**src/rtl/pmr_pkg.sv**
```systemverilog
package pmr_pkg;

    typedef enum logic [1:0] {
        FORM_IMPLIED = 2'd0,
        FORM_EXPLICIT = 2'd1,
        FORM_POSTINC = 2'd2,
        FORM_ALIAS = 2'd3
    } form_e;

    typedef enum logic [1:0] {
        ST_IDLE = 2'd0,
        ST_ISSUE = 2'd1,
        ST_WAIT = 2'd2,
        ST_WB = 2'd3
    } state_e;

    localparam int PMR_BYTE_W = 8;

    function automatic logic form_bumps(input form_e f);
        return f == FORM_POSTINC;
    endfunction

    function automatic logic form_implied(input form_e f);
        return f == FORM_IMPLIED;
    endfunction

endpackage

```
**src/rtl/pmr_seq.sv**
```systemverilog
module pmr_seq
    import pmr_pkg::*;
(
    input  logic   clk,
    input  logic   rst,
    input  logic   start,
    output state_e state,
    output logic   ready
);

    state_e state_q;
    state_e state_d;

    always_comb begin
        state_d = state_q;
        unique case (state_q)
            ST_IDLE:  state_d = start ? ST_ISSUE : ST_IDLE;
            ST_ISSUE: state_d = ST_WAIT;
            ST_WAIT:  state_d = ST_WB;
            ST_WB:    state_d = start ? ST_ISSUE : ST_IDLE;
            default:  state_d = ST_IDLE;
        endcase
    end

    always_ff @(posedge clk) begin
        if (rst) begin
            state_q <= ST_IDLE;
        end else begin
            state_q <= state_d;
        end
    end

    assign state = state_q;
    assign ready = (state_q == ST_IDLE) || (state_q == ST_WB);

endmodule

```
**src/rtl/pmr_lane_sel.sv**
```systemverilog
module pmr_lane_sel #(
    parameter int DATA_W    = 16,
    parameter int LANE_BITS = 1
) (
    input  logic [DATA_W-1:0]    word,
    input  logic [LANE_BITS-1:0] sel,
    output logic [7:0]           byte_o
);

    localparam int LANES = DATA_W / 8;

    logic [7:0] lanes [LANES];

    for (genvar g = 0; g < LANES; g++) begin : g_lane
        assign lanes[g] = word[g*8 +: 8];
    end

    assign byte_o = lanes[sel];

endmodule

```
**src/rtl/pmr_zstep.sv**
```systemverilog
module pmr_zstep #(
    parameter int ADDR_W = 16
) (
    input  logic [ADDR_W-1:0] z_cur,
    input  logic              bump,
    output logic [ADDR_W-1:0] z_next
);

    assign z_next = z_cur + {{(ADDR_W-1){1'b0}}, bump};

endmodule

```
**src/rtl/pm_byte_reader.sv**
```systemverilog
module pm_byte_reader
    import pmr_pkg::*;
#(
    parameter int ADDR_W = 16,
    parameter int DATA_W = 16,
    parameter int IDX_W  = 5,
    localparam int LANE_BITS = $clog2(DATA_W / 8),
    localparam int WADDR_W   = ADDR_W - LANE_BITS
) (
    input  logic               clk,
    input  logic               rst,
    input  logic               req_valid,
    input  logic [1:0]         req_form,
    input  logic [IDX_W-1:0]   req_dst,
    input  logic [ADDR_W-1:0]  z_in,
    output logic               ready,
    output logic               mem_rd_en,
    output logic [WADDR_W-1:0] mem_addr,
    input  logic [DATA_W-1:0]  mem_rdata,
    output logic               wr_en,
    output logic [IDX_W-1:0]   wr_idx,
    output logic [7:0]         wr_data,
    output logic               z_wr_en,
    output logic [ADDR_W-1:0]  z_out
);

    state_e              state;
    logic                accept;
    form_e               form_q;
    logic [IDX_W-1:0]    dst_q;
    logic [ADDR_W-1:0]   z_q;
    logic [ADDR_W-1:0]   z_next;
    logic [ADDR_W-1:0]   z_src;
    logic [7:0]          lane_byte;
    logic [7:0]          byte_q;
    logic                fwd;

    assign accept = req_valid && ready;

    pmr_seq u_seq (
        .clk   (clk),
        .rst   (rst),
        .start (req_valid),
        .state (state),
        .ready (ready)
    );

    pmr_zstep #(.ADDR_W(ADDR_W)) u_zstep (
        .z_cur  (z_q),
        .bump   (form_bumps(form_q)),
        .z_next (z_next)
    );

    pmr_lane_sel #(.DATA_W(DATA_W), .LANE_BITS(LANE_BITS)) u_lane (
        .word   (mem_rdata),
        .sel    (z_q[LANE_BITS-1:0]),
        .byte_o (lane_byte)
    );

    // pointer advanced by the finishing request overrides the input copy
    assign fwd   = (state == ST_WB) && form_bumps(form_q);
    assign z_src = fwd ? z_next : z_in;

    always_ff @(posedge clk) begin
        if (rst) begin
            form_q <= FORM_IMPLIED;
            dst_q  <= '0;
            z_q    <= '0;
            byte_q <= '0;
        end else begin
            if (accept) begin
                form_q <= form_e'(req_form);
                dst_q  <= req_dst;
                z_q    <= z_src;
            end
            if (state == ST_WAIT) begin
                byte_q <= lane_byte;
            end
        end
    end

    assign mem_rd_en = (state == ST_ISSUE);
    assign mem_addr  = z_q[ADDR_W-1:LANE_BITS];
    assign wr_en     = (state == ST_WB);
    assign wr_idx    = form_implied(form_q) ? '0 : dst_q;
    assign wr_data   = byte_q;
    assign z_wr_en   = wr_en && form_bumps(form_q);
    assign z_out     = z_next;

endmodule

```
**config.mk**
```make
export PLATFORM = sky130hd
export DESIGN_NAME = pm_byte_reader
export DESIGN_NICKNAME = d
export VERILOG_FILES = /design/src/rtl/pmr_pkg.sv /design/src/rtl/pmr_seq.sv /design/src/rtl/pmr_lane_sel.sv /design/src/rtl/pmr_zstep.sv /design/src/rtl/pm_byte_reader.sv
export SDC_FILE = /design/constraint.sdc
export NUM_CORES = 1
export LEC_CHECK = 0
export ABC_AREA = 1
export BUFFER_PORTS_ARGS = -buffer_cell sky130_fd_sc_hd__buf_4
export CAP_MARGIN = 20
export CORE_AREA = 2 2 65 67
export CTS_CLUSTER_DIAMETER = 60
export DETAILED_ROUTE_END_ITERATION = 10
export DIE_AREA = 0 0 67 69
export PLACE_DENSITY = 0.82
export SYNTH_ARGS = -nofsm -noshare
export SYNTH_HDL_FRONTEND = slang
export SYNTH_SLANG_ARGS = --single-unit
```
**constraint.sdc**
```tcl
create_clock -name clk -period 4.5 [get_ports clk]
set_clock_uncertainty 0.05 [all_clocks]
set_input_delay 0.45 -clock clk [delete_from_list [all_inputs] [get_ports clk]]
set_output_delay 0.45 -clock clk [all_outputs]
set_load 0.005 [all_outputs]
```
# Yosys cells after proc, flatten, opt, wreduce, memory -nomap -nowiden
# Index checks and enable logic that the tools add are counted.
# W data, S select, Z words.
classes:
  muxes: 7
  bitwise_logic: 1
  add_sub_neg: 1
  order_cmp: 1
  n_reduce_logical: 6
  n_eq_ne: 4
ops:
  columns: ["cell", "n"]
  rows:
  - ["$mux W8", 3]
  - ["$add A16 B1 Y16", 1]
  - ["$mux W16", 1]
  - ["$eq A2 B2 Y1 const B", 3]
  - ["$pmux W2 S3", 1]
  - ["$mux W5", 1]
  - ["$logic_not A2 Y1", 2]
  - ["$eq A2 B1 Y1 const B", 1]
  - ["$ge A2 B2 Y1 const B", 1]
  - ["$logic_and A1 B1 Y1", 2]
  - ["$not A1 Y2", 1]
  - ["$reduce_or A2 Y1", 1]
  - ["$logic_or A1 B1 Y1", 1]
  - ["$mux W1", 1]
totals:
  regBits: 33
  out_inout_bits: 48
  wordCells: 25
  inputBits: 42

# Logic depth before layout (Yosys ltp)
# Gate-level depths: netlist of the first run.
depth:
  ltp_word: 4
  mapped_depth: 11

# Modules after synthesis
# A second synthesis of the first run with hierarchy kept.
unflattened:
  cells_unflattened: 342
  area_unflattened_um2: 2215.9
by_module_without_submodules:
  columns: ["module", "n_inst", "cells_per_inst", "area_per_inst_um2", "seq_area_each_um2"]
  rows:
  - ["pm_byte_reader", 1, 230, 1594.0, 620.6]
  - ["pmr_zstep", 1, 73, 415.4, 0.0]
  - ["pmr_lane_sel", 1, 26, 105.1, 0.0]
  - ["pmr_seq", 1, 13, 101.3, 40.0]

# Worst setup path before layout of the first run
# OpenSTA, ideal clock, no wires.
synth_path:
  path_type: "reg2out"
  startpoint: "reg form_q[1]"
  endpoint: "out z_out[10]"
  path_stages_with_launch: 10
  arrival_ns: 1.432
  path_slack_ns: 2.568
  required_time_ns: 4.000
  n_path_buf: 0
  path_cell_list: "dfxtp_1 inv_1 nor2_2 ha_1 ha_1 nand3_2 inv_1 nand2_1 o21ai_0 and2_1"
synth_between:
  elab_chain_cells: 2
synth_rtl:
  columns: ["item", "line_no", "text"]
  rows:
  - ["start: declaration", "pm_byte_reader.sv:29", "form_e form_q;"]
  - ["start signal: assignment", "pm_byte_reader.sv:72", "form_q <= form_e'(req_form);"]
  - ["$eq A2 B2 Y1", "pmr_pkg.sv:20", "return f == FORM_POSTINC;"]
  - ["$add A16 B1 Y16", "pmr_zstep.sv:9", "assign z_next = z_cur + {{(ADDR_W-1){1'b0}}, bump};"]
  - ["end: declaration", "pm_byte_reader.sv:24", "output logic [ADDR_W-1:0] z_out"]
# No other way between the ends.

# Worst setup path after layout of the first run
layout_path:
  startpoint: "reg z_q[0]"
  endpoint: "out z_out[10]"
layout_between:
  elab_chain_cells: 1
layout_rtl:
  columns: ["item", "line_no", "text"]
  rows:
  - ["start: declaration", "pm_byte_reader.sv:31", "logic [ADDR_W-1:0] z_q;"]
  - ["start signal: assignment", "pm_byte_reader.sv:74", "z_q <= z_src;"]
  - ["$add A16 B1 Y16", "pmr_zstep.sv:9", null]
# No other way between the ends.

==> run_results.csv, run 1 <==
group,metric,value,unit
status,outcome,"finished clean",
timing,setup_ws,1.927,ns
logic_synthesis,synth-adder-area-share,0.04090,
drt,route.detailed.drc,0,
timing,rsz0062_at_grt,"no",
logic_synthesis,ys_seq_elements,33,
placement,place.gp.congestion,0.9625,
logic_synthesis,synthTopCellsByCount,"nand2_1, dfxtp_1, inv_1",
clocking,cts_hold_buf,0,
drt,viasPerCell,5.146,
grt,overflow,0,
setup_path,cp-start-kind,"flip-flop",
logic_synthesis,synth_area,1836,um2
clocking,clock_path_buffers,2,
grt,grt_pass1_vias,1920,
logic_synthesis,netlist_top_cells_area,"dfxtp_1, nand2_1, a21oi_1, o21ai_0, inv_1",
finish,drive_gt1_frac,0.2986,
finish,post-route-util,0.6643,
clocking,cts_tree,"built",
logic_synthesis,ys_types,25,
job,drv_cap,0,
clocking,clock-sinks,33,
setup_path,path_class,"reg -> out",
logic_synthesis,seq_area_frac_synth,0.3599,
timing,whs,0.2842,ns
clocking,cts.reportedPaths.clkPinSlew,0.06,ns
clocking,cts-root-buf,"clkbuf_8",
finish,n_fill_cell,364,
timing,worstMarginPinSlew,0.8522,ns
grt,grt_antenna_before_repair,0,
finish,fin_nets,403,
floorplan,die_y,69,um
logic_synthesis,synth-xor-area-share,0.03817,
drt,vias,2084,
floorplan,dieArea,4623,um2
clocking,post-cts-setup-buffers,0,
setup_path,max_stage_delay,0.56,ns
finish,area_growth,41.65,%
setup_path,cp_common_cell,"ha_1",
setup_path,critPathSlowestCell,"dfxtp_1",
timing,fin_crit,2.573,ns
logic_synthesis,synth_edf_count,0,
floorplan,num_rows,23,
logic_synthesis,synth_fp_nets,319,
timing,relSlewSlack,0.4312,
finish,n_antenna_cell,0,
logic_synthesis,netlist.area_leader.share,0.3599,
floorplan,coreArea,3914,um2
setup_path,critPathCaptureType,"output pin",
logic_synthesis,synth_mux_area_frac,0,
placement,dp_slack,2.028,ns
logic_synthesis,synth_compound_area_frac,0.1990,
timing,final-setup-viol-count,0,
worst_hold_path,min_path_type,"in -> reg",
placement,portBuffers,89,
finish,regArea,660.6,um2
logic_synthesis,synth_top_family_by_area,"simple AND/OR/NAND/NOR gates",
floorplan,io_pins,90,
grt,grt_max_degree,32,
timing,post-route-period-util,0.5717,
floorplan,die_width,67,um
grt,grt_pass1_wl,8217,um
setup_path,crit_chain,"ha_1, ha_1, nand3_2, inv_1, nand2_1, o21ai_0, and2_1, buf_4",
power,vdd.ir_drop.worst,0.2492,mV
power,cellPowerDensity,419.1,nW/um2
finish,multi_input_comb_area,994.7,um2
power,p_leak,1.279,nW
floorplan,start_util,0.4690,
logic_synthesis,yosysTopAreaCell,"dfxtp_1",
clocking,cts_buffers,5,
logic_synthesis,ys.flop_type,"dfxtp_1",
setup_path,arrival,2.07,ns
logic_synthesis,async_flop_share,0,
clocking,clk-insertion-delay-late,0.28,ns
drt,antenna_left,0,
drt,first_pass_iters,4,
drt,drt-total-wl,5053,um
clocking,postCtsResizedCells,0,
setup_path,crit_path_max_fanout,11,
drt,drt_first_iter_violations,94,
logic_synthesis,yosys.area_share.simple,0.2638,
timing,slew_violations,0,
drt,wl_per_cell,12.48,um
timing,hold_viol,0,
logic_synthesis,syn_avg_cell_area,6.773,um2
grt,grt.total_usage,0.2254,
logic_synthesis,syn_inst,271,
setup_path,cp.required,4.00,ns
timing,timing.fmax,388.7,MHz
logic_synthesis,synth.most_common_cell,"nand2_1",
timing,tns,0,ns
logic_synthesis,ys_warn_count,0,
clocking,htreeDepth,2,
power,p_total,1.090,mW
placement,dp_hpwl,3779,um
[placed cells by master (no fill, tap or decap), types with 4 or more instances in the layout]
| cell type | netlist | routed |
|---|---|---|
| inv_1 | 32 | 32 |
| dfxtp_1 | 33 | 33 |
| o211ai_1 | 10 | 10 |
| nor2_2 | 4 | 4 |
| clkbuf_8 | 0 | 6 |
| ha_1 | 6 | 6 |
| o21ai_0 | 24 | 24 |
| nand2_1 | 59 | 59 |
| buf_4 | 1 | 89 |
| a21oi_1 | 31 | 31 |
| nand3_1 | 16 | 16 |
| nor2_1 | 21 | 21 |
| xor2_1 | 5 | 5 |
[worst max-delay path: cells and delay by family, from the launching register on]
family,cells,cell delay [ns]
flip-flops,1,0.56
adder cells (fa/ha/maj),2,0.44
AND/OR/NAND/NOR,3,0.40
AO/OA/AOI/OAI,1,0.20
buffers and inverters,2,0.19
[path summary, 6_finish.rpt]
kind,from,end,slack [ns],cells after the start
worst max-delay path,z_q[0],z_out[10],1.93,8
worst min-delay path,rst,u_seq.state[1],0.28,2
worst max register to register,u_seq.state[0],z_q[15],2.02,6
worst min register to register,dst_q[0],dst_q[0],0.40,2
[logic make-up after synthesis]
family                     Yosys count
AOI/OAI and AO/OA                   67
adders and majority gates            6
and+or+nand+nor                    111
buffers and inverters               46
DFF                                 33
xor gates and xnor gates             8
[area by class of cell]
type,count,area share
Multi-Input combinational cell,192,0.3826
Inverter,34,0.04909
Sequential cell,33,0.2541
Tap cell,50,0.02406
Clock buffer,7,0.03321
Timing Repair Buffer,89,0.2570
[routing by layer]
layer  wire (um)  global-route usage  up-vias
li1            -                   -     1045
met4         113             0.08163        0
met1        2069              0.2495      941
met5           0                   0        -
met2        2400              0.3883       86
met3         469             0.07830       12
[registers in the layout, summed over array words and instances (netlist names)]
name         cells
dst_q            5
form_q           2
u_seq.state      2
wr_data          8
z_q             16
[power breakdown]
group	internal (mW)	switching, mW
clock	0.121	0.102
combinational	0.219	0.210
sequential	0.364	0.0731
[stage by stage]
step | cell area (um2) | instances
2_1_floorplan | 1836 | 271
3_3_place_gp | 2514 | 398
3_5_place_dp | 2514 | 398
4_1_cts | 2600 | 405
5_1_grt | 2600 | 405
6_report | 2600 | 405
Note: power is estimated with default switching activity, not from simulation.
==> run 2: changes to the inputs <==
--- a/config.mk
+++ b/config.mk
@@ -5,14 +5,14 @@
 export SDC_FILE = /design/constraint.sdc
 export NUM_CORES = 1
 export LEC_CHECK = 0
-export ABC_AREA = 1
+export ABC_AREA = 0
 export BUFFER_PORTS_ARGS = -buffer_cell sky130_fd_sc_hd__buf_4
 export CAP_MARGIN = 20
-export CORE_AREA = 2 2 65 67
+export CORE_AREA = 2 2 68 70
 export CTS_CLUSTER_DIAMETER = 60
 export DETAILED_ROUTE_END_ITERATION = 10
-export DIE_AREA = 0 0 67 69
-export PLACE_DENSITY = 0.82
+export DIE_AREA = 0 0 70 72
+export PLACE_DENSITY = 0.78
 export SYNTH_ARGS = -nofsm -noshare
 export SYNTH_HDL_FRONTEND = slang
 export SYNTH_SLANG_ARGS = --single-unit
==> constraint.sdc (replaced) <==
create_clock -name clk -period 2.5 [get_ports clk]
set_clock_uncertainty 0.05 [all_clocks]
set_input_delay 0.25 -clock clk [delete_from_list [all_inputs] [get_ports clk]]
set_output_delay 0.25 -clock clk [all_outputs]
set_load 0.005 [all_outputs]
==> run_results.csv, run 2 <==
group,metric,value,unit
timing,worstMarginPinSlew,0.5859,ns
job,drv_cap,0,
timing,rsz0062_at_grt,"no",
grt,grt_pass1_vias,1947,
clocking,cts_hold_buf,0,
drt,route.detailed.drc,0,
placement,place.gp.congestion,0.7928,
finish,n_antenna_cell,0,
setup_path,crit_path_max_fanout,6,
clocking,cts_tree,"built",
timing,setup_ws,0.2397,ns
grt,grt.total_usage,0.2189,
clocking,clk-insertion-delay-late,0.29,ns
logic_synthesis,netlist.area_leader.share,0.3363,
setup_path,startpoint,"form_q[1]",
drt,viasPerCell,5.415,
logic_synthesis,async_flop_share,0,
finish,mostFrequentLayoutCell,"buf_4",
worst_hold_path,min_path_type,"in -> reg",
power,cellPowerDensity,682.9,nW/um2
placement,dp_slack,0.2456,ns
logic_synthesis,synth_area,1964,um2
drt,antenna_left,0,
timing,fin_crit,2.260,ns
logic_synthesis,syn_avg_cell_area,8.254,um2
clocking,cts_buffers,5,
logic_synthesis,synth_fp_nets,286,
finish,drive_gt1_frac,0.3364,
floorplan,num_rows,24,
placement,place_inst,368,
clocking,cts-root-buf,"clkbuf_8",
finish,fin_nets,371,
grt,grt_pass1_wl,8921,um
setup_path,reg2reg_slack,0.32,ns
drt,wl_per_cell,14.27,um
setup_path,critPathCaptureType,"output pin",
logic_synthesis,seq_area_frac_synth,0.3363,
finish,n_fill_cell,385,
drt,first_pass_iters,4,
placement,dpl-instance-area,2641,um2
grt,grt_antenna_before_repair,0,
floorplan,start_util,0.4607,
worst_hold_path,worstHoldStart,"req_dst[0]",
drt,drt_first_iter_violations,155,
drt,drt-total-wl,5365,um
placement,dp_hpwl,3975,um
timing,post-route-period-util,0.9041,
finish,post-route-util,0.6385,
finish,area_growth,38.60,%
finish,regArea,660.6,um2
timing,tns,0,ns
logic_synthesis,ys_warn_count,0,
finish,largest_reg_flops,16,
setup_path,path_class,"reg -> out",
setup_path,critPathSlowestCell,"dfxtp_1",
setup_path,cp-start-kind,"flip-flop",
setup_path,cp.required,2.20,ns
power,p_leak,1.217,nW
logic_synthesis,synth_edf_count,0,
finish,layout.cells.non_filler,376,
floorplan,die_width,70,um
setup_path,worstReg2RegStart,"form_q[1]",
power,p_total,1.859,mW
finish,top_register,"z_q",
finish,stdcell_area,2723,um2
floorplan,dieArea,5040,um2
power,vdd.ir_drop.worst,0.5034,mV
timing,relSlewSlack,0.6094,
finish,layout_common_cells,"buf_4, dfxtp_1, nand2_1",
logic_synthesis,ys.flop_type,"dfxtp_1",
timing,whs,0.1542,ns
timing,final-setup-viol-count,0,
timing,slew_violations,0,
clocking,clock-sinks,33,
setup_path,cp_common_cell,"ha_1",
clocking,cts.reportedPaths.clkPinSlew,0.06,ns
placement,portBuffers,89,
logic_synthesis,syn_inst,238,
timing,hold_viol,0,
clocking,clock_path_buffers,2,
floorplan,coreArea,4264,um2
setup_path,max_stage_delay,0.38,ns
status,outcome,"finished clean",
setup_path,crit_chain,"nor2b_1, ha_1, ha_1, and3_2, nand3_1, xnor2_1, buf_4",
grt,grt_max_degree,37,
setup_path,arrival,1.96,ns
drt,vias,2036,
timing,timing.fmax,442.4,MHz
logic_synthesis,ys_types,43,
grt,overflow,0,
logic_synthesis,netlist_top_cells_area,"dfxtp_1, nand2_1, xnor2_1, mux2i_1, a21oi_1",
logic_synthesis,synth.most_common_cell,"dfxtp_1",
floorplan,die_y,72,um
floorplan,io_pins,90,
finish,multi_input_comb_area,1174,um2
logic_synthesis,synthTopCellsByCount,"dfxtp_1, nand2_1, a21oi_1",
clocking,htreeDepth,2,
logic_synthesis,ys_seq_elements,33,
logic_synthesis,yosysTopAreaCell,"dfxtp_1",
run 2: changes by cell type in the layout (fill, tap and decap cells not counted), sizes merged, moves of 6 or more:
cell	previous run	this run
inv	33	6
a31oi	0	6
and3	0	7
o211ai	10	2
mux2i	0	9
a21oi	32	16
buf	89	96
xnor2	3	11
a211oi	0	8
nor2b	0	6
nand3	17	9
o21ai	24	8
nor2	26	15
nand2	62	32
run 2: layout make-up:
cell class | count | area share
flip-flops and latches | 33 | 0.2426
clock buffers | 8 | 0.02941
inverters | 6 | 0.008272
repair buffers | 96 | 0.2647
well taps | 52 | 0.02390
multi-input cells | 181 | 0.4311
run 2: where the power goes:
group | internal, mW | switching [mW] | total [mW]
clock | 0.198 | 0.191 | 0.388
combinational | 0.388 | 0.342 | 0.729
sequential | 0.633 | 0.109 | 0.741
run 2: cell families (layout without fill, tap and decap cells):
| group | count (synthesis) | in the layout | share of synthesized area |
|---|---|---|---|
| muxes | 10 | 10 | 0.05159 |
| buffers and inverters | 24 | 110 | 0.06688 |
| AOI/OAI and AO/OA | 51 | 51 | 0.1675 |
| adders and majority gates | 6 | 6 | 0.03822 |
| xor gates and xnor gates | 14 | 14 | 0.06242 |
| DFF | 33 | 33 | 0.3363 |
| and+or+nand+nor | 100 | 100 | 0.2771 |
run 2: repair_timing:
item,CTS,global route
setup buffers,0,0
endpoints found under the setup margin,0,3
hold endpoints to repair,0,0
gates resized for setup,0,1
run 2: final timing paths:
| path | to | cells past startpoint |
|---|---|---|
| setup / recovery | z_out[12] | 7 |
| hold reg to reg | dst_q[0] | 2 |
| setup reg to reg | z_q[12] | 7 |
| hold / removal | dst_q[0] | 3 |
run 2: layer usage:
layer	track usage	up-vias	share of wire
li1	-	1023	-
met1	0.2547	955	0.43
met2	0.3862	50	0.50
met3	0.06528	8	0.058
met4	0.07479	0	0.015
met5	0	-	0
run 2: worst max-delay path, delay by kind of cell (launching register included):
kind,cells,cell delay [ns]
simple gates,3,0.62
fa+ha+maj,2,0.36
buf+inv,1,0.14
flops,1,0.38
xor+xnor,1,0.16
